==> config.mk <==
export PLATFORM = sky130hd
export DESIGN_NAME = tmr_base
export DESIGN_NICKNAME = d
export VERILOG_FILES = /design/src/rtl/tmr_pkg.sv /design/src/rtl/tmr_tick_gen.sv /design/src/rtl/tmr_count_core.sv /design/src/rtl/tmr_vec_enc.sv /design/src/rtl/tmr_base.sv
export SDC_FILE = /design/constraint.sdc
export NUM_CORES = 1
export LEC_CHECK = 0
export CAP_MARGIN = 20
export CORE_AREA = 2 2 108 79
export CTS_CLUSTER_DIAMETER = 150
export DETAILED_ROUTE_END_ITERATION = 12
export DIE_AREA = 0 0 110 81
export PLACE_DENSITY = 0.56
export SLEW_MARGIN = 20
export SYNTH_ARGS = -nofsm -noshare
export SYNTH_HDL_FRONTEND = slang
export SYNTH_SLANG_ARGS = --single-unit
export TNS_END_PERCENT = 30
==> constraint.sdc <==
create_clock -name clk -period 3.85 [get_ports clk]
set_input_delay 0.385 -clock clk [delete_from_list [all_inputs] [get_ports clk]]
set_output_delay 0.385 -clock clk [all_outputs]
set_load 0.05 [all_outputs]
==> src/rtl/tmr_pkg.sv <==
package tmr_pkg;
   typedef enum logic [1:0] {
      MODE_HALT = 2'b00,
      MODE_UP   = 2'b01,
      MODE_FREE = 2'b10,
      MODE_UPDN = 2'b11
   } tmr_mode_e;
endpackage

==> src/rtl/tmr_tick_gen.sv <==
module tmr_tick_gen #(
   parameter int NSRC  = 4,
   parameter int DIV_W = 2,
   localparam int SRC_W = (NSRC > 1) ? $clog2(NSRC) : 1
) (
   input  logic             clk,
   input  logic             rst_n,
   input  logic [NSRC-1:0]  strobes,
   input  logic [SRC_W-1:0] src_sel,
   input  logic [DIV_W-1:0] div_sel,
   input  logic             run,
   input  logic             restart,
   output logic             tick
);
   logic picked;

   always_comb begin
      picked = 1'b0;
      for (int i = 0; i < NSRC; i++) begin
         if (SRC_W'(i) == src_sel) picked = strobes[i];
      end
   end

   generate
      if (DIV_W == 0) begin : g_nodiv
         assign tick = picked & run & ~restart;
      end else begin : g_div
         localparam int PRE_W = (1 << DIV_W) - 1;
         logic [PRE_W-1:0] pre_q;
         logic [PRE_W-1:0] mask;
         logic             hit;

         always_comb begin
            mask = PRE_W'((1 << div_sel) - 1);
            hit  = picked && run && ((pre_q & mask) == mask);
         end

         always_ff @(posedge clk or negedge rst_n) begin
            if (!rst_n) begin
               pre_q <= '0;
            end else if (restart) begin
               pre_q <= '0;
            end else if (picked && run) begin
               pre_q <= hit ? '0 : pre_q + 1'b1;
            end
         end

         assign tick = hit & ~restart;
      end
   endgenerate
endmodule

==> src/rtl/tmr_count_core.sv <==
module tmr_count_core
   import tmr_pkg::*;
#(
   parameter int CNT_W = 16
) (
   input  logic             clk,
   input  logic             rst_n,
   input  tmr_mode_e        mode,
   input  logic             tick,
   input  logic             restart,
   input  logic [CNT_W-1:0] period,
   output logic [CNT_W-1:0] cnt,
   output logic             down,
   output logic             wrap
);
   localparam logic [CNT_W-1:0] ONE = CNT_W'(1);

   logic [CNT_W-1:0] cnt_nxt;
   logic             down_nxt;

   always_comb begin
      cnt_nxt  = cnt;
      down_nxt = down;
      if (restart) begin
         cnt_nxt  = '0;
         down_nxt = 1'b0;
      end else if (tick) begin
         unique case (mode)
            MODE_UP: begin
               cnt_nxt  = (cnt >= period) ? '0 : cnt + ONE;
               down_nxt = 1'b0;
            end
            MODE_FREE: begin
               cnt_nxt  = cnt + ONE;
               down_nxt = 1'b0;
            end
            MODE_UPDN: begin
               if (!down) begin
                  if (cnt >= period) begin
                     if (cnt == '0) begin
                        cnt_nxt = '0;
                     end else begin
                        cnt_nxt  = cnt - ONE;
                        down_nxt = (cnt != ONE);
                     end
                  end else begin
                     cnt_nxt = cnt + ONE;
                  end
               end else begin
                  if (cnt <= ONE) begin
                     cnt_nxt  = '0;
                     down_nxt = 1'b0;
                  end else begin
                     cnt_nxt = cnt - ONE;
                  end
               end
            end
            default: begin
               cnt_nxt  = cnt;
               down_nxt = down;
            end
         endcase
      end
   end

   assign wrap = !restart && tick && (cnt != '0) && (cnt_nxt == '0);

   always_ff @(posedge clk or negedge rst_n) begin
      if (!rst_n) begin
         cnt  <= '0;
         down <= 1'b0;
      end else begin
         cnt  <= cnt_nxt;
         down <= down_nxt;
      end
   end
endmodule

==> src/rtl/tmr_vec_enc.sv <==
module tmr_vec_enc #(
   parameter int NCH      = 2,
   parameter int VEC_W    = 4,
   parameter int OVF_CODE = 10
) (
   input  logic [NCH-1:0]   ch_flag,
   input  logic [NCH-1:0]   ch_ie,
   input  logic             ovf_pend,
   input  logic             rd,
   output logic [VEC_W-1:0] vec,
   output logic [NCH-1:0]   ch_clr,
   output logic             ovf_clr
);
   logic [NCH-1:0] pend;
   logic [NCH-1:0] win;
   logic           any_ch;

   assign pend = ch_flag & ch_ie;

   always_comb begin
      win = '0;
      for (int i = NCH - 1; i >= 0; i--) begin
         if (pend[i]) win = NCH'(1) << i;
      end
   end

   assign any_ch = |pend;

   always_comb begin
      vec = '0;
      for (int i = 0; i < NCH; i++) begin
         if (win[i]) vec = VEC_W'(2 * (i + 1));
      end
      if (!any_ch && ovf_pend) vec = VEC_W'(OVF_CODE);
   end

   assign ch_clr  = rd ? win : '0;
   assign ovf_clr = rd && !any_ch && ovf_pend;
endmodule

==> src/rtl/tmr_base.sv <==
module tmr_base
   import tmr_pkg::*;
#(
   parameter int CNT_W    = 16,
   parameter int NSRC     = 4,
   parameter int DIV_W    = 2,
   parameter int NCH      = 2,
   parameter int VEC_W    = 4,
   parameter int OVF_CODE = 10,
   localparam int SRC_W    = (NSRC > 1) ? $clog2(NSRC) : 1,
   localparam int DIV_LSB  = SRC_W,
   localparam int MODE_LSB = SRC_W + DIV_W,
   localparam int CLR_BIT  = MODE_LSB + 2,
   localparam int IE_BIT   = CLR_BIT + 1,
   localparam int CTL_W    = IE_BIT + 1
) (
   input  logic             clk,
   input  logic             rst_n,
   input  logic             ctl_we,
   input  logic [CTL_W-1:0] ctl_wdata,
   input  logic [NSRC-1:0]  clk_en_src,
   input  logic [CNT_W-1:0] period_val,
   input  logic [NCH-1:0]   ch_flag,
   input  logic [NCH-1:0]   ch_ie,
   input  logic             vec_rd,
   output logic [CTL_W-1:0] ctl_q,
   output logic [CNT_W-1:0] cnt_val,
   output logic             cnt_down,
   output logic             ovf_flag,
   output logic             ovf_irq,
   output logic [VEC_W-1:0] vec_val,
   output logic [NCH-1:0]   ch_flag_clr
);
   generate
      if (CNT_W < 2) begin : g_bad_cnt
         $error("tmr_base: CNT_W must be at least 2");
      end
      if (NSRC != (1 << SRC_W)) begin : g_bad_src
         $error("tmr_base: NSRC must be a power of two");
      end
      if (DIV_W > 3) begin : g_bad_div
         $error("tmr_base: DIV_W above 3 is not supported");
      end
      if ((OVF_CODE <= 2 * NCH) || (OVF_CODE % 2 != 0)) begin : g_bad_code
         $error("tmr_base: OVF_CODE must be even and above every channel code");
      end
      if (OVF_CODE >= (1 << VEC_W)) begin : g_bad_vw
         $error("tmr_base: VEC_W too narrow for OVF_CODE");
      end
   endgenerate

   logic [SRC_W-1:0] src_q;
   logic [DIV_W-1:0] div_q;
   tmr_mode_e        mode_q;
   logic             ie_q;
   logic             restart;
   logic             tick;
   logic             wrap;
   logic             ovf_clr;

   assign restart = ctl_we & ctl_wdata[CLR_BIT];

   always_ff @(posedge clk or negedge rst_n) begin
      if (!rst_n) begin
         src_q  <= '0;
         div_q  <= '0;
         mode_q <= MODE_HALT;
         ie_q   <= 1'b0;
      end else if (ctl_we) begin
         src_q  <= ctl_wdata[SRC_W-1:0];
         div_q  <= ctl_wdata[DIV_LSB +: DIV_W];
         mode_q <= tmr_mode_e'(ctl_wdata[MODE_LSB +: 2]);
         ie_q   <= ctl_wdata[IE_BIT];
      end
   end

   assign ctl_q = {ie_q, 1'b0, mode_q, div_q, src_q};

   tmr_tick_gen #(
      .NSRC  (NSRC),
      .DIV_W (DIV_W)
   ) u_tick (
      .clk     (clk),
      .rst_n   (rst_n),
      .strobes (clk_en_src),
      .src_sel (src_q),
      .div_sel (div_q),
      .run     (mode_q != MODE_HALT),
      .restart (restart),
      .tick    (tick)
   );

   tmr_count_core #(
      .CNT_W (CNT_W)
   ) u_core (
      .clk     (clk),
      .rst_n   (rst_n),
      .mode    (mode_q),
      .tick    (tick),
      .restart (restart),
      .period  (period_val),
      .cnt     (cnt_val),
      .down    (cnt_down),
      .wrap    (wrap)
   );

   always_ff @(posedge clk or negedge rst_n) begin
      if (!rst_n) begin
         ovf_flag <= 1'b0;
      end else if (wrap) begin
         ovf_flag <= 1'b1;
      end else if (ovf_clr) begin
         ovf_flag <= 1'b0;
      end
   end

   assign ovf_irq = ovf_flag & ie_q;

   tmr_vec_enc #(
      .NCH      (NCH),
      .VEC_W    (VEC_W),
      .OVF_CODE (OVF_CODE)
   ) u_vec (
      .ch_flag  (ch_flag),
      .ch_ie    (ch_ie),
      .ovf_pend (ovf_irq),
      .rd       (vec_rd),
      .vec      (vec_val),
      .ch_clr   (ch_flag_clr),
      .ovf_clr  (ovf_clr)
   );
endmodule

==> summary.md, run 1 <==
* **status** completed
* **mean routed wirelength per cell** 17.3 um
* **Antenna diodes** 0
* **antenna violations before repair** 0
* **# IOs** 69
* **ratio of total power to cell area** 328 nW/um^2
* **most area-hungry cell type in the Yosys netlist** dfrtp_1
* **Global Route Usage Sum** 0.208
* **most repeated cell in the gate-level netlist after synthesis** dfrtp_1
* **start-to-end type of the worst setup path** input pin to flop
* **Die ar.** 8910 sq um
* **number of detailed-route iterations in the first pass** 4
* **number of core rows** 28
* **Port-buffer cells** 66
* **area inside the core boundary** 8020 sq um
* **data arrival at the endpoint of the critical path** 3760 ps
* **Post-Layout Inst Area** 3680 sq um
* **maximum resistive drop on vdd** 0.000167 V
* **min-delay worst type** input pin to async pin
* **Post-DRT Antenna Nets** 0
* **number of buffers created by CTS** 3
* **total negative slack for setup checks** 0 ps
* **clock root buffer** clkbuf_8
* **ranking of synthesized cells by area** dfrtp_1, ha_1, a21oi_1
* **met1 layer usage reported by global route** 0.309
* **leading post-synthesis cells by instance count** dfrtp_1, ha_1, a21oi_1, inv_1, nand2_1
* **met3 track utilization from global routing** 0.0522
* **layer carrying the most global-route usage** met1
* **WP buf/inv** 3
* **Data required, critical path** 4080 ps
* **Initial Util** 0.336
* **total congestion overflow** 0
* **DP Wirelength** 6.85 mm
* **Final Hold Viols** 0
* **crit-path max FO** 9
* **switching share of total power** 0.421
* **per-cell via count in the routed design** 5.62
* **Post-Synthesis Cell Area** 2700 sq um
* **most prevalent standard cell on the critical path** nor4_1
* **longest individual stage delay on the worst path** 480 ps
* **critical path endpoint category** flop
* **Yosys reg bits** 28
* **final-stage net count** 467
* **multi-input logic area** 1820 sq um
* **layout cells sized above 1** 0.131
* **hold-fix buffers at CTS** 0
* **max-cap violation count** 0
* **DR DRC count** 0
* **fraction of power consumed by sequential logic** 0.287
* **post-synthesis sequential area ratio** 0.260
* **fill cell instance count of the final layout** 780
* **Post-synth EDFFs** 0
* **number of global-route vias before repair** 2,736
* **sw power** 0.509 mW
* **detailed-route wire length** 8.85 mm
* **critical-path cell with the highest stage delay** o31ai_4
* **top-area cell type share of the netlist area** 0.260
* **CTS sink cnt** 28
* **top_reg_cell synth** dfrtp_1
* **cell leakage power** 1.64 nW
* **die height** 81 um
* **time the worst path needs with I/O delays and setup** 3530 ps
* **count of synthesis-stage warnings from yosys** 0
* **area used by sequential logic in the layout** 701 sq um
* **Post-Route Utilization** 0.459
* **clock insertion delay at the later pin of the skew report** 290 ps
* **global-route wire length before repair** 14.3 mm
* **PostCTS Resize Cnt** 0
* **htree depth** 1
* **worst slew slack as a fraction of its limit** 0.545
* **chip width** 110 um
* **number of vias after detailed routing** 2,864
* **buffers inserted by post-CTS timing repair** 0
* **number of buffers on the longest clock path** 2
* **worst hold slack** 108 ps
* **Max Transition Viols Final** 0
* **setup repair after global routing missed its margin** no
* **kind of launch point of the worst setup path** input pin
* **Avg Inst Size Synth** 8.35 sq um
* **Setup-failing EPs final** 0
* **critical path's top delay family** compound AO/OA/AOI/OAI gates
* **Cell variety after synth** 70
* **GR Util met2** 0.298
* **instance count of the mapped netlist** 323
* **clock input transition at the sequential cells of the worst setup and hold paths** 110 ps
* **Achievable Freq** 0.283 GHz
* **CTS tree** built
* **instance area after placement** 3610 sq um
* **list of cells traversed by the critical path** clkdlybuf4s50_1 > inv_1 > ha_1 > nor2b_1 > o211a_1 > o311a_1 > o31ai_4 > buf_4 > a21oi_1 > nor4_1 > nor3_1 > nor4_1 > a32o_2
* **design internal power** 0.700 mW
* **slew at the pin closest to its max-slew limit** 683 ps
* **largest net degree at the start of global routing** 29
* **combinational fraction of design power** 0.508
* **post-route fraction of the period consumed by the critical path** 0.917
* **Initial DRC Count** 205
* **area delta synth->final** 36.6%
* **ys async rst share** 1.00
* **clock share of power** 0.205
* **setup clock skew after layout** 9.28 ps
* **routability congestion estimate** 0.983
[power by group through the flow]
stage | clock (mW) | sequential (mW) | combinational (mW)
final | 0.248 | 0.347 | 0.614
after global routing | 0.269 | 0.351 | 0.666
after CTS | 0.255 | 0.347 | 0.610
after detailed placement | 0 | 0.353 | 0.608
after global placement | 0 | 0.352 | 0.605
after floorplan | 0 | 0.426 | 0.326
[area by class of cell]
| class | count | area share |
|---|---|---|
| Multi-Input combinational cell | 257 | 0.495 |
| Timing Repair Buffer | 93 | 0.236 |
| Sequential cell | 28 | 0.190 |
| Tap cell | 105 | 0.0357 |
| Inverter | 23 | 0.0234 |
| Clock buffer | 3 | 0.0112 |
| Clock inverter | 1 | 0.00815 |
[placed cells by master (no fill, tap or decap), types with 5 or more instances in the layout]
cell             netlist  routed
a211oi_1               6       5
a21oi_1               24      24
and2_1                 5       5
and3_1                 7       7
buf_4                  3      26
clkdlybuf4s50_1        0      65
dfrtp_1               28      28
ha_1                  25      25
inv_1                 23      23
mux2_2                 5       5
nand2_1               23      23
nand2b_1               5       5
nand3_1               10      10
nand4_1                7       7
nor2_1                22      22
nor3_1                15      15
nor4_1                 9       9
o21ai_0               12      12
o21ai_1                6       6
xor2_1                 5       5
[flip-flops by register name (all words and copies together), names as in the netlist]
name / flops
u_core.cnt: 16
mode_q: 2
src_q: 2
ovf_flag: 1
ie_q: 1
u_tick.g_div.pre_q: 3
u_core.down: 1
div_q: 2
[worst reg2reg max path, delay by kind of cell, from the launching register on]
kind            cells  cell delay, ps
simple gates        3             810
compound gates      6            1420
buf+inv             1             250
fa+ha+maj           1             320
flops               1             580
[kinds of logic (layout without fill, tap and decap cells)]
| logic type | count (synthesis) | after routing | share of synthesized area |
|---|---|---|---|
| AO/OA/AOI/OAI | 93 | 93 | 0.250 |
| AND/OR/NAND/NOR | 120 | 120 | 0.240 |
| multiplexers | 8 | 8 | 0.0366 |
| buffers and inverters | 39 | 120 | 0.0672 |
| flip-flops | 28 | 28 | 0.260 |
| adder cells (fa/ha/maj) | 25 | 25 | 0.116 |
| XOR/XNOR | 9 | 9 | 0.0292 |
| other | 1 | 2 | 0.00139 |
[metal layers]
layer,wire (um),share of wire
met1,4190,0.47
met2,3570,0.40
met3,929,0.11
met4,152,0.017
met5,0,0
[final timing paths]
kind | from | to | slack, ps | cells past startpoint
max | period_val[1] | ovf_flag | 320 | 13
min | rst_n | u_core.cnt[14] | 110 | 1
max reg2reg | u_core.cnt[5] | ovf_flag | 410 | 11
min reg2reg | ovf_flag | ovf_flag | 540 | 1
max in group asynchronous | rst_n | u_core.cnt[11] | 3290 | 1
min in group clk | ovf_flag | ovf_flag | 540 | 1
[stage by stage]
stage | total power, mW | worst slack [ps] | std cells
finish | 1.21 | 319 | 510
global route | 1.29 | 247 | 510
CTS | 1.21 | 394 | 510
detailed placement | 0.960 | 87.5 | 506
global placement | 0.957 | 77.4 | 506
floorplan | 0.752 | 566 | 324
Note: power is estimated with default switching activity, not from simulation.
==> run 2: changes to the inputs <==
Settings changed: CAP_MARGIN 20 to unset.
==> results of run 2 <==
The final DEF is identical to that of run 1; final timing and power are the same.
==> run 3: changes to the inputs <==
Settings changed: CAP_MARGIN set to 20, SETUP_SLACK_MARGIN set to 0.15.
==> results of run 3 <==
The final DEF is identical to that of run 1; final timing and power are the same.
